==> src/rtl/cart_bank_pkg.sv <==
package cart_bank_pkg;

  typedef enum logic [3:0] {
    TGT_NONE,
    TGT_PRG16,
    TGT_PRG8,
    TGT_MODE,
    TGT_PAT_LO,
    TGT_PAT_HI,
    TGT_SOUND,
    TGT_IRQ_RELOAD,
    TGT_IRQ_CTRL,
    TGT_IRQ_ACK
  } wr_target_e;

  // exchange address bits 0 and 1 for the alternate board wiring
  function automatic logic [15:0] swap_low_bits(input logic [15:0] a);
    return {a[15:2], a[0], a[1]};
  endfunction

endpackage

==> src/rtl/cbc_decode.sv <==
module cbc_decode
  import cart_bank_pkg::*;
(
  input  logic        swap_a01,
  input  logic        cpu_wr,
  input  logic [15:0] cpu_addr,
  output wr_target_e  target,
  output logic [1:0]  sub_idx,
  output logic [15:0] key_addr
);

  logic [15:0] eff_addr;

  always_comb begin
    eff_addr = swap_a01 ? swap_low_bits(cpu_addr) : cpu_addr;
    key_addr = eff_addr & 16'hF003;
    sub_idx  = key_addr[1:0];
  end

  always_comb begin
    target = TGT_NONE;
    if (cpu_wr) begin
      unique case (key_addr[15:12])
        4'h8: target = TGT_PRG16;
        4'h9: target = TGT_SOUND;
        4'hA: target = (sub_idx == 2'd3) ? TGT_NONE : TGT_SOUND;
        4'hB: target = (sub_idx == 2'd3) ? TGT_MODE : TGT_SOUND;
        4'hC: target = TGT_PRG8;
        4'hD: target = TGT_PAT_LO;
        4'hE: target = TGT_PAT_HI;
        4'hF: begin
          unique case (sub_idx)
            2'd0: target = TGT_IRQ_RELOAD;
            2'd1: target = TGT_IRQ_CTRL;
            2'd2: target = TGT_IRQ_ACK;
            default: target = TGT_NONE;
          endcase
        end
        default: target = TGT_NONE;
      endcase
    end
  end

endmodule

==> src/rtl/cbc_regs.sv <==
module cbc_regs
  import cart_bank_pkg::*;
#(
  parameter int DATA_W   = 8,
  parameter int PAT_GRP  = 4
) (
  input  logic                          clk,
  input  logic                          rst_n,
  input  wr_target_e                    target,
  input  logic [1:0]                    sub_idx,
  input  logic [DATA_W-1:0]             wr_data,
  output logic [3:0]                    bank16,
  output logic [4:0]                    bank8,
  output logic [DATA_W-1:0]             mode_q,
  output logic [2*PAT_GRP*DATA_W-1:0]   pat_flat
);

  localparam int NPAT = 2 * PAT_GRP;

  logic [NPAT-1:0][DATA_W-1:0] pat_q;
  logic mode_we;

  assign mode_we = (target == TGT_MODE);

  always_ff @(posedge clk) begin
    if (!rst_n) begin
      bank16 <= '0;
      bank8  <= '0;
      mode_q <= '0;
    end else begin
      if (target == TGT_PRG16) bank16 <= wr_data[3:0];
      if (target == TGT_PRG8)  bank8  <= wr_data[4:0];
      if (mode_we)             mode_q <= wr_data;
    end
  end

  for (genvar g = 0; g < NPAT; g++) begin : g_pat
    localparam wr_target_e GRP_TGT = (g < PAT_GRP) ? TGT_PAT_LO : TGT_PAT_HI;
    localparam int         SLOT    = g % PAT_GRP;
    always_ff @(posedge clk) begin
      if (!rst_n)
        pat_q[g] <= '0;
      else if (target == GRP_TGT && int'(sub_idx) == SLOT)
        pat_q[g] <= wr_data;
    end
  end

  assign pat_flat = pat_q;


  mode_hold_chk: assert property (@(posedge clk) disable iff (!rst_n)
    !$past(mode_we) |-> $stable(mode_q));


  pat_hold_chk: assert property (@(posedge clk) disable iff (!rst_n)
    !$past(target == TGT_PAT_LO || target == TGT_PAT_HI) |-> $stable(pat_q));

endmodule

==> src/rtl/cbc_events.sv <==
module cbc_events
  import cart_bank_pkg::*;
#(
  parameter int DATA_W = 8
) (
  input  logic              clk,
  input  logic              rst_n,
  input  wr_target_e        target,
  input  logic [15:0]       key_addr,
  input  logic [DATA_W-1:0] wr_data,
  output logic              snd_wr,
  output logic [15:0]       snd_addr,
  output logic [DATA_W-1:0] snd_data,
  output logic              irq_reload,
  output logic              irq_ctrl,
  output logic              irq_ack,
  output logic [DATA_W-1:0] irq_data
);

  always_ff @(posedge clk) begin
    if (!rst_n) begin
      snd_wr     <= 1'b0;
      snd_addr   <= '0;
      snd_data   <= '0;
      irq_reload <= 1'b0;
      irq_ctrl   <= 1'b0;
      irq_ack    <= 1'b0;
      irq_data   <= '0;
    end else begin
      snd_wr     <= (target == TGT_SOUND);
      irq_reload <= (target == TGT_IRQ_RELOAD);
      irq_ctrl   <= (target == TGT_IRQ_CTRL);
      irq_ack    <= (target == TGT_IRQ_ACK);
      if (target == TGT_SOUND) begin
        snd_addr <= key_addr;
        snd_data <= wr_data;
      end
      if (target inside {TGT_IRQ_RELOAD, TGT_IRQ_CTRL, TGT_IRQ_ACK})
        irq_data <= wr_data;
    end
  end


  irq_onehot_chk: assert property (@(posedge clk) disable iff (!rst_n)
    $onehot0({irq_reload, irq_ctrl, irq_ack, snd_wr}));

endmodule

==> src/rtl/cbc_map.sv <==
module cbc_map #(
  parameter int PRG_PAGES = 32,
  parameter int PAGE_W    = 5
) (
  input  logic [15:0]         cpu_addr,
  input  logic [3:0]          bank16,
  input  logic [4:0]          bank8,
  input  logic                ram_en,
  output logic [PAGE_W+12:0]  prg_addr,
  output logic                prg_sel,
  output logic                ram_sel
);

  localparam logic [7:0] LAST_PAGE = 8'(PRG_PAGES - 1);

  logic [7:0] page8;

  always_comb begin
    unique case (cpu_addr[14:13])
      2'd0:    page8 = {3'b000, bank16, 1'b0};
      2'd1:    page8 = {3'b000, bank16, 1'b1};
      2'd2:    page8 = {3'b000, bank8};
      default: page8 = LAST_PAGE;
    endcase
  end

  assign prg_addr = {page8[PAGE_W-1:0], cpu_addr[12:0]};
  assign prg_sel  = cpu_addr[15];
  assign ram_sel  = ram_en && (cpu_addr[15:13] == 3'b011);

endmodule

==> src/rtl/cart_bank_ctrl.sv <==
module cart_bank_ctrl
  import cart_bank_pkg::*;
#(
  parameter int PRG_PAGES = 32,
  localparam int PAGE_W   = $clog2(PRG_PAGES),
  localparam int DATA_W   = 8
) (
  input  logic                 clk,
  input  logic                 rst_n,
  input  logic                 swap_a01,
  input  logic                 cpu_wr,
  input  logic [15:0]          cpu_addr,
  input  logic [DATA_W-1:0]    cpu_data,
  output logic [PAGE_W+12:0]   prg_addr,
  output logic                 prg_sel,
  output logic                 ram_sel,
  output logic [DATA_W-1:0]    mode,
  output logic [8*DATA_W-1:0]  pat_banks,
  output logic                 snd_wr,
  output logic [15:0]          snd_addr,
  output logic [DATA_W-1:0]    snd_data,
  output logic                 irq_reload,
  output logic                 irq_ctrl,
  output logic                 irq_ack,
  output logic [DATA_W-1:0]    irq_data
);

  wr_target_e  target;
  logic [1:0]  sub_idx;
  logic [15:0] key_addr;
  logic [3:0]  bank16;
  logic [4:0]  bank8;

  cbc_decode u_decode (
    .swap_a01 (swap_a01),
    .cpu_wr   (cpu_wr),
    .cpu_addr (cpu_addr),
    .target   (target),
    .sub_idx  (sub_idx),
    .key_addr (key_addr)
  );

  cbc_regs #(.DATA_W(DATA_W), .PAT_GRP(4)) u_regs (
    .clk      (clk),
    .rst_n    (rst_n),
    .target   (target),
    .sub_idx  (sub_idx),
    .wr_data  (cpu_data),
    .bank16   (bank16),
    .bank8    (bank8),
    .mode_q   (mode),
    .pat_flat (pat_banks)
  );

  cbc_events #(.DATA_W(DATA_W)) u_events (
    .clk        (clk),
    .rst_n      (rst_n),
    .target     (target),
    .key_addr   (key_addr),
    .wr_data    (cpu_data),
    .snd_wr     (snd_wr),
    .snd_addr   (snd_addr),
    .snd_data   (snd_data),
    .irq_reload (irq_reload),
    .irq_ctrl   (irq_ctrl),
    .irq_ack    (irq_ack),
    .irq_data   (irq_data)
  );

  cbc_map #(.PRG_PAGES(PRG_PAGES), .PAGE_W(PAGE_W)) u_map (
    .cpu_addr (cpu_addr),
    .bank16   (bank16),
    .bank8    (bank8),
    .ram_en   (mode[7]),
    .prg_addr (prg_addr),
    .prg_sel  (prg_sel),
    .ram_sel  (ram_sel)
  );


  snd_after_write_chk: assert property (@(posedge clk) disable iff (!rst_n)
    snd_wr |-> $past(cpu_wr && cpu_addr[15]));


  irq_after_write_chk: assert property (@(posedge clk) disable iff (!rst_n)
    (irq_reload || irq_ctrl || irq_ack) |-> $past(cpu_wr && cpu_addr[15:12] == 4'hF));


  ram_rom_excl_chk: assert property (@(posedge clk) disable iff (!rst_n)
    !(ram_sel && prg_sel));

endmodule

==> config.mk <==
export PLATFORM = sky130hd
export DESIGN_NAME = cart_bank_ctrl
export DESIGN_NICKNAME = d
export VERILOG_FILES = /design/src/rtl/cart_bank_pkg.sv /design/src/rtl/cbc_decode.sv /design/src/rtl/cbc_regs.sv /design/src/rtl/cbc_events.sv /design/src/rtl/cbc_map.sv /design/src/rtl/cart_bank_ctrl.sv
export SDC_FILE = /design/constraint.sdc
export NUM_CORES = 1
export LEC_CHECK = 0
export ABC_AREA = 1
export BUFFER_PORTS_ARGS = -buffer_cell sky130_fd_sc_hd__clkbuf_2
export CORE_MARGIN = 2
export CORE_UTILIZATION = 55
export CTS_BUF_LIST = sky130_fd_sc_hd__clkbuf_4 sky130_fd_sc_hd__clkbuf_8 sky130_fd_sc_hd__clkbuf_16
export DETAILED_ROUTE_END_ITERATION = 7
export GPL_ROUTABILITY_DRIVEN = 0
export PLACE_DENSITY = 0.95
export SLEW_MARGIN = 10
export SYNTH_ARGS = -nofsm -noshare
export SYNTH_HDL_FRONTEND = slang
export SYNTH_SLANG_ARGS = --single-unit
==> constraint.sdc <==
create_clock -name clk -period 3.5 [get_ports clk]
set_input_delay 0.35 -clock clk [delete_from_list [all_inputs] [get_ports clk]]
set_output_delay 0.35 -clock clk [all_outputs]
set_load 0.02 [all_outputs]
# Word level (Yosys, flattened, before mapping)
# Index checks and enable logic that the tools add are counted.
[totals]
out_inout_bits = 128
reg_bits = 107
input_bits = 28
[op_classes]
muxes = 7
reduce_logical = 13
eq_ne = 26
[op_table]
columns = ["cell", "count"]
rows = [
  ["equality test 4 bit (second input constant)", 10],
  ["case mux 4 bit (8 select lines)", 1],
  ["equality test 4 x 3 -> 1 bit (second input constant)", 4],
  ["case mux 5 bit (3 select lines)", 1],
  ["case mux 4 bit (3 select lines)", 1],
  ["equality test 2 bit (second input constant)", 5],
  ["logical AND 1 bit", 9],
  ["equality test 4 x 2 -> 1 bit (second input constant)", 2],
  ["equality test 2 x 1 -> 1 bit (second input constant)", 3],
  ["logical NOT 2 bit", 3],
  ["two-way mux 3 bit", 2],
  ["equality test 4 x 1 -> 1 bit (second input constant)", 1],
  ["two-way mux 4 bit", 1],
  ["equality test 3 x 2 -> 1 bit (second input constant)", 1],
  ["nonzero test 3 bit", 1],
  ["two-way mux 2 bit", 1],
]

# Depth between registers and ports, before layout
# Gate-level depths: netlist (run 1).
[logic_depth]
word_depth = 7
ltp_mapped = 13

# Cells and area by module
# Synthesis (run 1) repeated with hierarchy kept, for this count alone.
[unflattened]
cells_unflattened = 835
hier_area_um2 = 5469.0
[by_module_without_submodules]
columns = ["module", "area_each_um2", "n_inst", "cells_each"]
rows = [
  ["cbc_regs", 3553.4, 1, 559],
  ["cbc_events", 1357.6, 1, 173],
  ["cbc_decode", 327.8, 1, 62],
  ["cbc_map", 230.2, 1, 41],
]

# Worst setup path before layout (run 1)
# No wires, ideal clock.
[synth_timing]
kind = "input-to-reg"
start = "input port cpu_addr[0]"
end = "register u_regs.pat_q (netlist bit u_regs.pat_flat[10])"
setup_time_ps = 115
setup_slack_ps = 1660
arrival_ps = 1724
t_required_ps = 3385
path_buffers = 2
cell_stages = 13
cell_sequence = "ha_1 buf_4 inv_1 nand2_1 nand3_1 nand2_1 nand2_1 nand2_1 nor2_4 buf_2 nand3_1 nand2_1 nor2_1"
[synth_between]
elab_chain_cells = 7
word_cells_on_any_way = 13
classes_between = "5 x eq/ne; 6 x mux; 2 x reduce/logical"
[synth_rtl]
columns = ["item", "line_no", "rtl"]
rows = [
  ["start: declaration", "cart_bank_ctrl.sv:12", "input logic [15:0] cpu_addr,"],
  ["two-way mux 2 bit *", "cbc_decode.sv:15", "eff_addr = swap_a01 ? swap_low_bits(cpu_addr) : cpu_addr;"],
  ["equality test 2 bit (tied with other cells)", "cbc_decode.sv:32", "unique case (sub_idx)"],
  ["case mux 4 bit (3 select lines) (tied with other cells)", "cbc_decode.sv:32", ""],
  ["case mux 4 bit (8 select lines)", "cbc_decode.sv:23", "unique case (key_addr[15:12])"],
  ["two-way mux 4 bit", "cbc_decode.sv:22", "if (cpu_wr) begin"],
  ["equality test 4 x 3 -> 1 bit", "cbc_regs.sv:43", "else if (target == GRP_TGT && int'(sub_idx) == SLOT)"],
  ["logical AND 1 bit *", "cbc_regs.sv:43", ""],
  ["end signal: indexed assignment", "cbc_regs.sv:44", "pat_q[g] <= wr_data;"],
  ["end: declaration", "cbc_regs.sv:20", "logic [NPAT-1:0][DATA_W-1:0] pat_q;"],
]
# Mark *: on every way between the ends. The rest lies on a longest branch, timed or not.
# A chain may end at the register's enable or synchronous reset.

# Worst setup path in the final report (run 1)
[layout_timing]
start = "input port cpu_addr[0]"
end = "register u_regs.pat_q (netlist bit u_regs.pat_flat[20])"
# The elaborated chain is that of the path after synthesis.

==> summary.md, run 1 <==
| Metric | Value |
|---|---|
| Fmax | `485 MHz` |
| Chip Width | `97.3 um` |
| Power share of the sequential group | `54.1%` |
| Final Setup Violations | `0` |
| FF+latch count, synth | `107` |
| First-pass GRT wire length | `18800 um` |
| Post-DRT Antenna Nets | `0` |
| Post-CTS Setup Bufs | `0` |
| Starting Density | `55.7%` |
| CTS H-tree lvls | `3` |
| Status | `completed` |
| Mapped Cells | `approximately 700` |
| Int Power | `1.65 mW` |
| Chip height | `97.3 um` |
| Largest net degree at the start of global routing | `80` |
| Area of the multi-input gates | `2020 sq um` |
| NetSw | `662 uW` |
| # hold bufs at CTS | `0` |
| Number of buffers created by CTS | `9` |
| Placed cell area | `about 5200 sq um` |
| Register area share after synthesis | `44.7%` |
| Filler cell count | `around 790` |
| Count of pins over their slew limit | `0` |
| Hpwl dp | `between 7000 and 8000 um` |
| Initial antenna violation count | `0` |
| Gr ovfl total | `0` |
| CTS root buf | `clkbuf_8` |
| Fin area | `5450 sq um` |
| Maximum VDD drop | `about 0.27 mV` |
| Pwr Total | `2.31 mW` |
| CTS tree | `built` |
| Crit Path Category | `input pin to register` |
| Skew final | `0 ns` |
| Setup TNS | `0 ns` |
| Maximum clock path buffer count | `2` |
| Layout cells sized above 1 | `approximately a fifth` |
| Max transition margin | `62.3%` |
| Crit path max fanout | `64` |
| Overall Global Routing Usage | `24.7%` |
| CP required | `about 3.8 ns` |
| First-pass DRT Iterations | `5` |
| Cts repair resizes | `0` |
| Die area | `9470 sq um` |
| Synth cell types | `24` |
| PD cells | `approximately 420 nW/um^2` |
| P&R area growth vs syn | `13.9%` |
| Clock Sinks | `107` |
| Worst-path clk slew | `0.11 ns` |
| Comb power frac | `11.3%` |
| Final WL | `11700 um` |
| RSZ-0062 raised after global routing | `no` |
| Vias | `approximately 4.5k` |
| Rows | `34` |
| Residual DRC count | `0` |
| Core Footprint | `8590 sq um` |
| Final period util | `58.9%` |
| IO Port Bufs | `between 100 and 150` |
| Antenna cells | `0` |
| Final Hold Vio Count | `0` |
| Maxcap violations | `0` |
| Worst-Margin Slew | `0.565 ns` |
| Switching Fraction | `28.6%` |
| Clock power frac | `34.6%` |
| Avg WL per Cell | `approximately 13 um` |
| I/O pin count | `roughly 160` |
| Final design utilization | `63.5%` |
| Crit. End Element | `register` |
| Critical Path AT | `roughly 2.3 ns` |
| Syn Area/Cell | `6.82 sq um` |
| Final #Nets | `between 800 and 900` |
| Starting DRT DRC Count | `290` |
| YS warnings | `0` |
| Final min period | `2.06 ns` |
| Lkg Pwr | `2.88 nW` |
| Register Area | `2140 sq um` |
| Drt via density | `4.96` |
| Netlist area before placement | `4790 sq um` |
| Worst skew pair latency | `0.37 ns` |
| Setup crit start kind | `input pin` |
| Vias in the first global route | `3838` |
| Worst Hold Class | `input pin to register` |
-- layout by cell type (no fill, tap or decap) --
cell type / Yosys / final
ha_1: 2 / 2
nand3_1: 49 / 49
o21ai_0: 27 / 27
inv_6: 0 / 2
nand2_1: 137 / 137
nor3_1: 16 / 16
buf_4: 30 / 5
nor2_8: 1 / 1
inv_2: 3 / 3
conb_1: 1 / 10
clkinv_1: 1 / 1
nor2_1: 174 / 174
clkinv_8: 0 / 1
inv_1: 67 / 67
o22ai_1: 4 / 4
clkbuf_8: 0 / 9
buf_12: 0 / 1
buf_2: 9 / 1
nand2_2: 2 / 2
bufinv_16: 0 / 1
nand3_2: 6 / 6
nor2_2: 3 / 3
a21oi_1: 32 / 32
clkinv_2: 0 / 1
clkbuf_2: 0 / 124
o21a_1: 1 / 1
nor2_4: 2 / 2
clkinv_4: 0 / 2
dfxtp_1: 107 / 107
-- synthesized netlist by cell type --
master	instances	share of area (%)
inv_1	67	5.3
buf_4	30	4.7
nor2_4	2	0.47
ha_1	2	0.52
clkinv_1	1	0.078
conb_1	1	0.078
a21oi_1	32	3.3
buf_2	9	0.94
nand2_2	2	0.26
nor2_2	3	0.39
dfxtp_1	107	45
clkbuf_1	15	1.2
nand2_1	137	11
nand3_1	49	5.1
nor2_1	174	14
buf_1	10	0.78
nor2_8	1	0.42
o21a_1	1	0.16
nand3_2	6	1.3
o22ai_1	4	0.52
buf_6	3	0.71
nor3_1	16	1.7
o21ai_0	27	2.8
inv_2	3	0.24
-- logic make-up (layout without fill, tap and decap cells) --
family / after synthesis / after routing / share of synthesized area [%]
AOI/OAI and AO/OA: 64 / 64 / 6.84
other: 1 / 10 / 0.0783
and+or+nand+nor: 390 / 390 / 34.0
buffers and inverters: 138 / 218 / 13.9
DFF: 107 / 107 / 44.7
adders and majority gates: 2 / 2 / 0.522
-- critical path: stages --
cell	delay [ns]
clkbuf_2	0.10
ha_1	0.19
buf_4	0.20
inv_1	0.11
nand2_1	0.06
nand3_1	0.08
nand2_1	0.09
nand2_1	0.15
nand2_1	0.14
nor2_4	0.09
buf_4	0.47
nand3_1	0.16
nand2_1	0.10
nor2_1	0.04
-- power by group through the flow --
stage          Sequential [mW]  Combinational [mW]  Clock (mW)
6_report                  1.25               0.262       0.800
5_1_grt                   1.26               0.288       0.854
4_1_cts                   1.25               0.259       0.809
3_5_place_dp              1.28               0.259           0
3_3_place_gp              1.28               0.255           0
2_1_floorplan             1.30               0.193           0
-- metal layers --
metal,global-route usage [%],vias up,part of all wire (%)
li1,-,2285,-
met2,37.6,187,45
met5,0,-,0
met3,5.97,22,8.4
met1,34.1,1968,45
met4,9.19,0,1.7
-- flip-flops by register name, summed over array words and instances (netlist names) --
register             count
u_regs.bank16            4
u_regs.pat_flat         64
u_events.irq_ack         1
u_events.irq_ctrl        1
u_events.snd_wr          1
u_events.irq_data        8
u_regs.mode_q            8
u_regs.bank8             5
u_events.snd_data        8
u_events.irq_reload      1
u_events.snd_addr        6
-- path summary, 6_finish.rpt --
path	from	endpoint	slack, ns	depth (start not counted)
worst min register to register	u_events.snd_addr[15]$_SDFFE_PN0P_	u_events.snd_addr[15]$_SDFFE_PN0P_	0.48	2
worst min-delay path	cpu_addr[13]	u_events.snd_addr[13]$_SDFFE_PN0P_	0.35	3
worst max-delay path	cpu_addr[0]	u_regs.pat_flat[20]$_SDFFE_PN0P_	1.44	14
worst max register to register	u_events.irq_data[4]$_SDFFE_PN0P_	u_events.irq_data[4]$_SDFFE_PN0P_	2.78	4
-- area by class of cell --
| class | count | share of cell area, % |
|---|---|---|
| timing repair buffer | 131 | 12.5 |
| multi-input combinational | 466 | 37.0 |
| clock inverter | 7 | 1.58 |
| clock buffer | 9 | 2.27 |
| inverter | 71 | 4.89 |
| tap | 108 | 2.48 |
| sequential | 107 | 39.3 |
-- metrics by stage --
stage,hold slack (ns),cells,setup WS [ns]
CTS,0.353,899,1.47
finish,0.347,899,1.44
floorplan,0.455,711,1.66
global placement,0.453,883,1.17
global route,0.378,899,1.25
detailed placement,0.457,883,1.06
Note: power is estimated with default switching activity, not from simulation.
==> run 2: changes to the inputs <==
Settings changed: ABC_AREA 1 to 0, CORE_UTILIZATION 55 to 45, PLACE_DENSITY 0.95 to 0.87.
Clock period 3.5 ns to 1.7 ns, I/O delays scaled along.
==> run 2 against run 1 <==
  * Hold slack got worse by 0.19 ns
  * Synthesized cell count decreased by 34%
  * Wire length decreased by 1.3%
  * Via count decreased by 18%
  * Utilization decreased by 5.5 points
==> summary.md, run 2 <==
| Metric | Value |
|---|---|
| Status | `completed` |
| Final Hold Vio Count | `0` |
| Post-synth top cells | `nand2_1, dfxtp_1, mux2i_1` |
| YS warnings | `0` |
| FF+latch count, synth | `~110` |
| Die area | `10600 sq um` |
| Post-DRT Antenna Nets | `0` |
| Register area share after synthesis | `48.4%` |
| Worst skew pair latency | `~0.35 ns` |
| Largest net degree at the start of global routing | `a little over 70` |
| First-pass DRT Iterations | `5` |
| Top FF cell, synth | `dfxtp_1` |
| Commonest cells after routing, fill and taps aside | `clkbuf_2, nand2_1, dfxtp_1, mux2i_1, buf_4` |
| Finished Layout Cells | `a little over 700` |
| Worst-Margin Slew | `0.634 ns` |
| Comb power frac | `9.8%` |
| PD cells | `between 800 and 900 nW/um^2` |
| Netlist area before placement | `4430 sq um` |
| Synth cell types | `44` |
| CTS root buf | `clkbuf_8` |
| Area of the multi-input gates | `about 2000 sq um` |
| Lkg Pwr | `2.95 nW` |
| Final period util | `97.3%` |
| Fmax | `605 MHz` |
| CTS H-tree lvls | `3` |
| Starting Density | `between 40% and 50%` |
| Synth top area cells | `dfxtp_1, mux2i_1, nand2_1, buf_4, clkbuf_1` |
| Synth async-reset ratio | `0%` |
| Setup crit start kind | `input pin` |
| Chip Width | `103 um` |
| Drt via density | `a little over 5` |
| Crit path max fanout | `8` |
| Int Power | `about 3.6 mW` |
| CP required | `1.92 ns` |
| Final Setup Violations | `0` |
| I/O pin count | `156` |
| Clock power frac | `36.4%` |
| Maxcap violations | `0` |
| Final min period | `1.65 ns` |
| Commonest non-fill, non-tap cell in the layout | `clkbuf_2` |
| Mapped Cells | `462` |
| Final #Nets | `618` |
| Syn Area/Cell | `9.58 sq um` |
| P&R area growth vs syn | `26.3%` |
| Gr ovfl total | `0` |
| Setup WS post-layout | `0.0462 ns` |
| Layout cells sized above 1 | `between 30% and 40%` |
| Clock Sinks | `107` |
| Hpwl dp | `about 8200 um` |
| Final WL | `11600 um` |
| Switching Fraction | `24.2%` |
| Starting DRT DRC Count | `148` |
| Yosys top cell area share | `48.4%` |
| Skew final | `0 ns` |
| Most frequent cell after synthesis | `nand2_1` |
| Max reg flops | `between 60 and 70` |
| Critical Path AT | `roughly 1.9 ns` |
| Rows | `36` |
| Filler cell count | `between 800 and 900` |
| Crit. End Element | `register` |
| Maximum VDD drop | `0.467 mV` |
| CTS tree | `built` |
| Core Footprint | `9640 sq um` |
| Vias | `3671` |
| Overall Global Routing Usage | `a little over a fifth` |
| First-pass GRT wire length | `17800 um` |
| Register Area | `approximately 2100 sq um` |
| Antenna cells | `0` |
| Chip height | `103 um` |
| Avg WL per Cell | `16.0 um` |
| Crit Path Category | `input pin to register` |
| Residual DRC count | `0` |
| Max transition margin | `57.6%` |
| Worst-path clk slew | `0.10 ns` |
| Worst Hold Class | `input pin to register` |
| Count of pins over their slew limit | `0` |
| # hold bufs at CTS | `0` |
| Post-synth EDFFs | `0` |
| IO Port Bufs | `125` |
| Placed cells | `roughly 710` |
| Vias in the first global route | `3507` |
| Leading area contributor after synthesis | `dfxtp_1` |
| Power share of the sequential group | `53.8%` |
| Number of buffers created by CTS | `9` |
| Maximum clock path buffer count | `2` |
| Initial antenna violation count | `0` |
| NetSw | `roughly 1.1 mW` |
| Pre-CTS setup slack | `-0.531 ns` |
## run 2: per-layer routing
| layer | share of wire (%) | track usage, % |
|---|---|---|
| met1 | 41 | 27.0 |
| met2 | 49 | 36.8 |
| met3 | 6.7 | 4.10 |
| met4 | 2.8 | 10.7 |
| met5 | 0 | 0 |
## run 2: timing repair
item / in CTS / in global routing
setup buffers: 2 / 1
resized for setup: 13 / 4
setup endpoints to repair: 83 / 49
pin swaps: 2 / 2
## run 2: worst max-delay path, cell delays in order
cell and delay (ns):
clkbuf_8 0.15, inv_12 0.04, ha_4 0.15, a21bo_4 0.21, a221oi_4 0.27, o211ai_1 0.19, or3_4 0.41, buf_6 0.16
mux2i_1 0.12
## run 2: final timing paths
path                                           start                                 end  slack (ns)  cells after the start
setup / recovery                         cpu_addr[1]    u_regs.pat_flat[44]$_SDFFE_PN0P_        0.05                      9
hold / removal                                 rst_n   u_events.irq_data[6]$_SDFFE_PN0P_        0.15                      3
setup reg to reg    u_regs.pat_flat[30]$_SDFFE_PN0P_    u_regs.pat_flat[30]$_SDFFE_PN0P_        1.04                      2
hold reg to reg   u_events.snd_addr[15]$_SDFFE_PN0P_  u_events.snd_addr[15]$_SDFFE_PN0P_        0.46                      2
## run 2: cells by family after synthesis
family,Yosys count,share of synthesized area [%]
fa+ha+maj,2,0.565
flops,107,48.4
compound gates,21,3.51
mux,103,23.4
simple gates,164,15.7
buf+inv,64,8.31
other cells,1,0.0847
## run 2: power by group through the flow
stage / combinational, mW / clock, mW / sequential, mW
after floorplan: 0.305 / 0 / 2.62
after global placement: 0.430 / 0 / 2.60
after detailed placement: 0.440 / 0 / 2.60
after CTS: 0.458 / 1.75 / 2.54
after global routing: 0.496 / 1.85 / 2.55
final: 0.462 / 1.72 / 2.54
## run 2: cell type report
type | count | area share [%]
Sequential cell | 107 | 38.3
Multi-Input combinational cell | 300 | 36.6
Timing Repair Buffer | 166 | 17.7
Tap cell | 133 | 2.98
Clock buffer | 11 | 2.60
Clock inverter | 4 | 1.32
Inverter | 4 | 0.537
## run 2: through the flow
step	total power [mW]	cell area, sq um	hold WS [ns]	TNS [ns]	utilization (%)
2_1_floorplan	2.93	4550	0.333	-3.69	-
3_3_place_gp	3.03	5280	0.340	-36.62	54.8
3_5_place_dp	3.04	5280	0.340	-44.36	54.8
4_1_cts	4.75	5570	0.129	0	57.8
5_1_grt	4.89	5590	0.144	-0.106	58.0
6_report	4.72	5590	0.155	0	58.0
